<file path="config.mk">
export PLATFORM = sky130hd
export DESIGN_NAME = tmo_recovery_seq
export DESIGN_NICKNAME = d
export VERILOG_FILES = /design/src/rtl/rec_pkg.sv /design/src/rtl/rec_step_timer.sv /design/src/rtl/rec_cmd_select.sv /design/src/rtl/tmo_recovery_seq.sv
export SDC_FILE = /design/constraint.sdc
export NUM_CORES = 1
export LEC_CHECK = 0
export ABC_AREA = 1
export CORE_UTILIZATION = 45
export DETAILED_ROUTE_END_ITERATION = 10
export PLACE_DENSITY = 0.84
export SYNTH_ARGS = -nofsm -noshare
export SYNTH_HDL_FRONTEND = slang
export SYNTH_SLANG_ARGS = --single-unit
</file>
<file path="constraint.sdc">
create_clock -name clk -period 4.7 [get_ports clk]
set_clock_uncertainty 0.15 [all_clocks]
set_input_delay 1.175 -clock clk [delete_from_list [all_inputs] [get_ports clk]]
set_output_delay 1.175 -clock clk [all_outputs]
set_load 0.02 [all_outputs]
</file>
<file path="src/rtl/rec_pkg.sv">
package rec_pkg;
   typedef enum logic [3:0] {
      ST_IDLE, ST_CCSD_I, ST_CCSD_W, ST_STOP_I, ST_STOP_W,
      ST_FIO_I, ST_FIO_W, ST_HARD_I, ST_READY_F, ST_REINIT_F
   } rec_state_e;
endpackage

</file>
<file path="src/rtl/rec_step_timer.sv">
module rec_step_timer #(
   parameter int TW = 8
) (
   input  logic          clk,
   input  logic          rst_n,
   input  logic          load,
   input  logic [TW-1:0] limit,
   input  logic          run,
   output logic          expired
);
   generate
      if (TW < 1 || TW > 32) begin : g_bad_tw
         $error("rec_step_timer: TW out of range");
      end
   endgenerate

   logic [TW-1:0] cnt_q;

   always_ff @(posedge clk or negedge rst_n) begin
      if (!rst_n)                  cnt_q <= '0;
      else if (load)               cnt_q <= limit;
      else if (run && cnt_q != '0) cnt_q <= cnt_q - 1'b1;
   end

   assign expired = run && (cnt_q == '0);
endmodule

</file>
<file path="src/rtl/rec_cmd_select.sv">
module rec_cmd_select
   import rec_pkg::*;
#(
   parameter int          IDX_W    = 6,
   parameter int          ARG_W    = 32,
   parameter int          IDX_CCSD = 60,
   parameter int          IDX_STOP = 12,
   parameter int          IDX_FIO  = 39,
   parameter int          IDX_IDLE = 0,
   parameter logic [31:0] ARG_FIO  = 32'd4
) (
   input  rec_state_e       st,
   output logic [IDX_W-1:0] idx,
   output logic [ARG_W-1:0] arg,
   output logic             start
);
   localparam int IDX_MAX = (1 << IDX_W) - 1;

   generate
      if (IDX_CCSD > IDX_MAX || IDX_STOP > IDX_MAX || IDX_FIO > IDX_MAX || IDX_IDLE > IDX_MAX) begin : g_bad_idx
         $error("rec_cmd_select: command index does not fit IDX_W");
      end
      if (ARG_W < 1 || ARG_W > 32) begin : g_bad_arg
         $error("rec_cmd_select: ARG_W out of range");
      end
   endgenerate

   always_comb begin
      idx   = IDX_W'(IDX_IDLE);
      arg   = '0;
      start = 1'b0;
      unique case (st)
         ST_CCSD_I: begin idx = IDX_W'(IDX_CCSD); start = 1'b1; end
         ST_STOP_I: begin idx = IDX_W'(IDX_STOP); start = 1'b1; end
         ST_FIO_I:  begin idx = IDX_W'(IDX_FIO); arg = ARG_W'(ARG_FIO); start = 1'b1; end
         ST_HARD_I: begin idx = IDX_W'(IDX_IDLE); start = 1'b1; end
         ST_CCSD_W: idx = IDX_W'(IDX_CCSD);
         ST_STOP_W: idx = IDX_W'(IDX_STOP);
         ST_FIO_W:  begin idx = IDX_W'(IDX_FIO); arg = ARG_W'(ARG_FIO); end
         default:   ;
      endcase
   end
endmodule

</file>
<file path="src/rtl/tmo_recovery_seq.sv">
module tmo_recovery_seq
   import rec_pkg::*;
#(
   parameter int          TW       = 8,
   parameter int          IDX_W    = 6,
   parameter int          ARG_W    = 32,
   parameter int          IDX_CCSD = 60,
   parameter int          IDX_STOP = 12,
   parameter int          IDX_FIO  = 39,
   parameter int          IDX_IDLE = 0,
   parameter logic [31:0] ARG_FIO  = 32'd4
) (
   input  logic             clk,
   input  logic             rst_n,
   input  logic             tmo_evt,
   input  logic             ien_n,
   input  logic             blk_rsp_seen,
   input  logic             ata_fail,
   input  logic [TW-1:0]    step_limit,
   output logic [IDX_W-1:0] cmd_idx,
   output logic [ARG_W-1:0] cmd_arg,
   output logic             cmd_start,
   input  logic             rsp_valid,
   input  logic             rsp_ok,
   input  logic             rsp_tmo,
   output logic             busy,
   output logic             dev_ready,
   output logic             reinit_req,
   output logic             retry_ok
);
   rec_state_e st_q, st_d;
   logic       waiting, expired, step_bad, step_good, retry_q;

   assign waiting = (st_q == ST_CCSD_W) || (st_q == ST_STOP_W) || (st_q == ST_FIO_W);

   rec_step_timer #(.TW(TW)) u_timer (
      .clk    (clk),
      .rst_n  (rst_n),
      .load   (cmd_start),
      .limit  (step_limit),
      .run    (waiting),
      .expired(expired)
   );

   rec_cmd_select #(
      .IDX_W(IDX_W), .ARG_W(ARG_W), .IDX_CCSD(IDX_CCSD), .IDX_STOP(IDX_STOP),
      .IDX_FIO(IDX_FIO), .IDX_IDLE(IDX_IDLE), .ARG_FIO(ARG_FIO)
   ) u_sel (
      .st   (st_q),
      .idx  (cmd_idx),
      .arg  (cmd_arg),
      .start(cmd_start)
   );

   // a response in the expiry cycle still counts
   assign step_bad  = tmo_evt || rsp_tmo || (rsp_valid && !rsp_ok) || (expired && !rsp_valid);
   assign step_good = !step_bad && rsp_valid && rsp_ok;

   always_comb begin
      st_d = st_q;
      unique case (st_q)
         ST_IDLE:     if (tmo_evt) st_d = (!ien_n && blk_rsp_seen) ? ST_CCSD_I : ST_STOP_I;
         ST_CCSD_I:   st_d = tmo_evt ? ST_HARD_I : ST_CCSD_W;
         ST_STOP_I:   st_d = tmo_evt ? ST_HARD_I : ST_STOP_W;
         ST_FIO_I:    st_d = tmo_evt ? ST_HARD_I : ST_FIO_W;
         ST_CCSD_W:   if (step_bad) st_d = ST_HARD_I; else if (step_good) st_d = ST_STOP_I;
         ST_STOP_W:   if (step_bad) st_d = ST_HARD_I; else if (step_good) st_d = ST_FIO_I;
         ST_FIO_W:    if (step_bad) st_d = ST_HARD_I; else if (step_good) st_d = ST_READY_F;
         ST_HARD_I:   st_d = ST_REINIT_F;
         ST_READY_F:  st_d = ST_IDLE;
         ST_REINIT_F: st_d = ST_IDLE;
         default:     st_d = ST_IDLE;
      endcase
   end

   always_ff @(posedge clk or negedge rst_n) begin
      if (!rst_n) begin
         st_q    <= ST_IDLE;
         retry_q <= 1'b0;
      end else begin
         st_q    <= st_d;
         retry_q <= (st_q == ST_IDLE) && ata_fail && !tmo_evt;
      end
   end

   assign busy       = (st_q != ST_IDLE);
   assign dev_ready  = (st_q == ST_READY_F);
   assign reinit_req = (st_q == ST_REINIT_F);
   assign retry_ok   = retry_q;
endmodule

</file>
==> impl_metrics.ini <==
[logic_synthesis]
yosysTopAreaCell = dfrtp_1
ys.flop_type = dfrtp_1
synth-edff-count = 0
ys_top_cells_by_area = dfrtp_1 25%, buf_4 19%, nand2_1 13%
synth_cells = 193
yosysWarningCount = 0
synth_most_common_cell = nand2_1
yosys-top-cells-count = 45 x nand2_1, 33 x buf_4, 20 x nand3_1, 20 x nor2_1, 16 x inv_1
yosysSeqAreaShare_pct = 24.67
syn_area_um2 = 1319
avgSynthCellArea_um2 = 6.833
ys_types = 29
synth.ff_latch_count = 13
synth_top_area_share_pct = 24.67
async_flop_share_pct = 100.0

[clock_network]
clock-sinks = 13
root_buffer = clkbuf_4
clkTransAtPathRegs_ps = 90
cts_buffers = 3
cts_hold_buf = 0
cts_resized = 0
tritoncts = yes
htreeDepth = 1
clockBufferDepth = 2
insertion_delay_ps = 280
cts_setup_buffers = 0

[timing]
fin_crit_ps = 3623
slew_headroom_pct = 58.27
fmax_mhz = 276.0
setup_ws_ps = 1077
finalSetupViolCount = 0
period_share_pct = 77.09
hold_violations = 0
worst_pin_slew_ps = 624.0
timing.hold.ws_ps = 376.5
finalMaxSlewViolations = 0
setup_tns_ps = 0
rsz0062_at_grt = false

[placed_design]
dp_slack_ps = 1393
gp_congestion = 0.8757
io_buffers = 28
post-dp-hpwl_um = 1977

[cells_and_area]
area_delta_synth_final_pct = 14.33
fillers = 269
multi_input_area_um2 = 762.0
layout-drive-gt1-share_pct = 9.589
diodes = 0
ff_latch_area_um2 = 325.3
final_core_util_pct = 54.67
nNetsFinal = 238

[power_and_ir_drop]
powerDensity_nw_per_um2 = 715.7
power.switching_uw = 584.9
internal_power_uw = 494.1
power.leakage_uw = 0.0007583
swShare_pct = 54.21
comb_power_share_pct = 72.4
power_frac_seq_pct = 21.0
peakVddDrop_uv = 529.8
pwr-share-clk_pct = 6.6
fin_total_pwr_uw = 1079

[floorplan]
row_count = 19
ios = 60
die_area_um2 = 3151
initial_core_util_pct = 47.82
die_y_um = 56.14
coreArea_um2 = 2758
die_x_um = 56.14

[drt]
via_count = 1206
highest_layer = met4
drt-pass1-iter-count = 5
drt-total-wl_um = 2509
wl_met1_um = 1201
ant_nets = 0
wl_per_cell_um = 10.04
via_per_inst = 4.824
drt-initial-drc-count = 41
met3_length_um = 130
drc = 0
wl_met2_um = 1139

[worst_setup_path]
reg2reg_depth = 9
path_class = reg2out
end_kind = primary output
worst-path-max-fanout = 13
required_ps = 3380
cp_data_arrival_time_ps = 2300
startpoint_type = register

[run]
cap_violations = 0

[global_route]
grt_overflow = 0
grt_pass1_wl_um = 4153
grt_pass1_vias = 973
grt_use_total_pct = 16.31
antenna_found_initial = 0
grt_max_degree = 14

[worst_hold_path]
holdCritPathClass = reg2reg
hold-path-cell-count = 2

[run_status]
status = complete, no violations
-- worst paths after layout --
kind | startpoint | end | slack (ps)
max in group asynchronous | rst_n | st_q[1]$_DFFE_PN0P_ | 2870
min reg2reg | u_timer.cnt_q[7]$_DFFE_PN0P_ | u_timer.cnt_q[7]$_DFFE_PN0P_ | 380
max reg2reg | st_q[3]$_DFFE_PN0P_ | st_q[1]$_DFFE_PN0P_ | 2750
min in group asynchronous | rst_n | u_timer.cnt_q[7]$_DFFE_PN0P_ | 1130
min | u_timer.cnt_q[7]$_DFFE_PN0P_ | u_timer.cnt_q[7]$_DFFE_PN0P_ | 380
max | st_q[3]$_DFFE_PN0P_ | cmd_idx[2] | 1080
-- metal layers --
layer,global-route usage [%],vias up
met2,26.87,46
met4,6.620,0
met3,1.395,5
met5,0,-
met1,21.98,549
li1,-,606
-- final cells by class --
class	count	area share [%]
well taps	31	2.573
flip-flops and latches	13	21.58
inverters	20	4.979
multi-input cells	154	50.54
clock buffers	4	1.743
repair buffers	28	18.59
-- power groups by stage --
stage / sequential (µW) / clock [µW] / combinational [µW]
2_1_floorplan: 217 / 0 / 617
3_3_place_gp: 225 / 0 / 766
3_5_place_dp: 227 / 0 / 779
4_1_cts: 225 / 74.1 / 782
5_1_grt: 233 / 80.8 / 865
6_report: 227 / 71.7 / 781
-- registers in the layout, summed over array words and instances, names as in the netlist --
register and cells:
u_timer.cnt_q 8, st_q 4, retry_ok 1
-- metrics by stage --
| stage | instances | area, µm² |
|---|---|---|
| final | 250 | 1508 |
| after global routing | 250 | 1508 |
| after CTS | 250 | 1508 |
| after detailed placement | 246 | 1481 |
| after global placement | 246 | 1481 |
| after floorplan | 223 | 1431 |
-- logic make-up (layout without fill, tap and decap cells) --
kind of cell / count (synthesis) / after routing / synth area share (%)
compound gates: 16 / 16 / 7.305
buf+inv: 56 / 52 / 26.09
flops: 13 / 13 / 24.67
fa+ha+maj: 1 / 1 / 0.9486
simple gates: 106 / 106 / 40.70
other cells: 1 / 31 / 0.2844
-- cells in the final DEF (no fill, tap or decap) --
cell type and count:
a21boi_0 1, nand2_8 1, o21ai_1 4, o21ai_0 3, conb_1 31, nor2_4 3
a21oi_1 5, clkbuf_1 1, nand3_2 1, nand3_1 20, inv_1 16, a22oi_2 1
nand2_2 3, clkbuf_4 3, dfrtp_1 13, o211ai_1 1, o2111ai_1 1, nand3_4 2
ha_1 1, nor3b_1 1, nand2_4 2, nor3_1 4, nand4_1 2, nand2_1 45
inv_2 4, nor2_1 20, clkdlybuf4s50_1 28, or2_2 1, nor4_1 1
-- worst max-delay path, stage by stage, from the launching register on --
cell and delay [ps]:
dfrtp_1 430, inv_1 180, nand2_1 300, inv_2 290, nand2_1 140, nand4_1 90
clkdlybuf4s50_1 600
(Power assumes the default switching activity.)
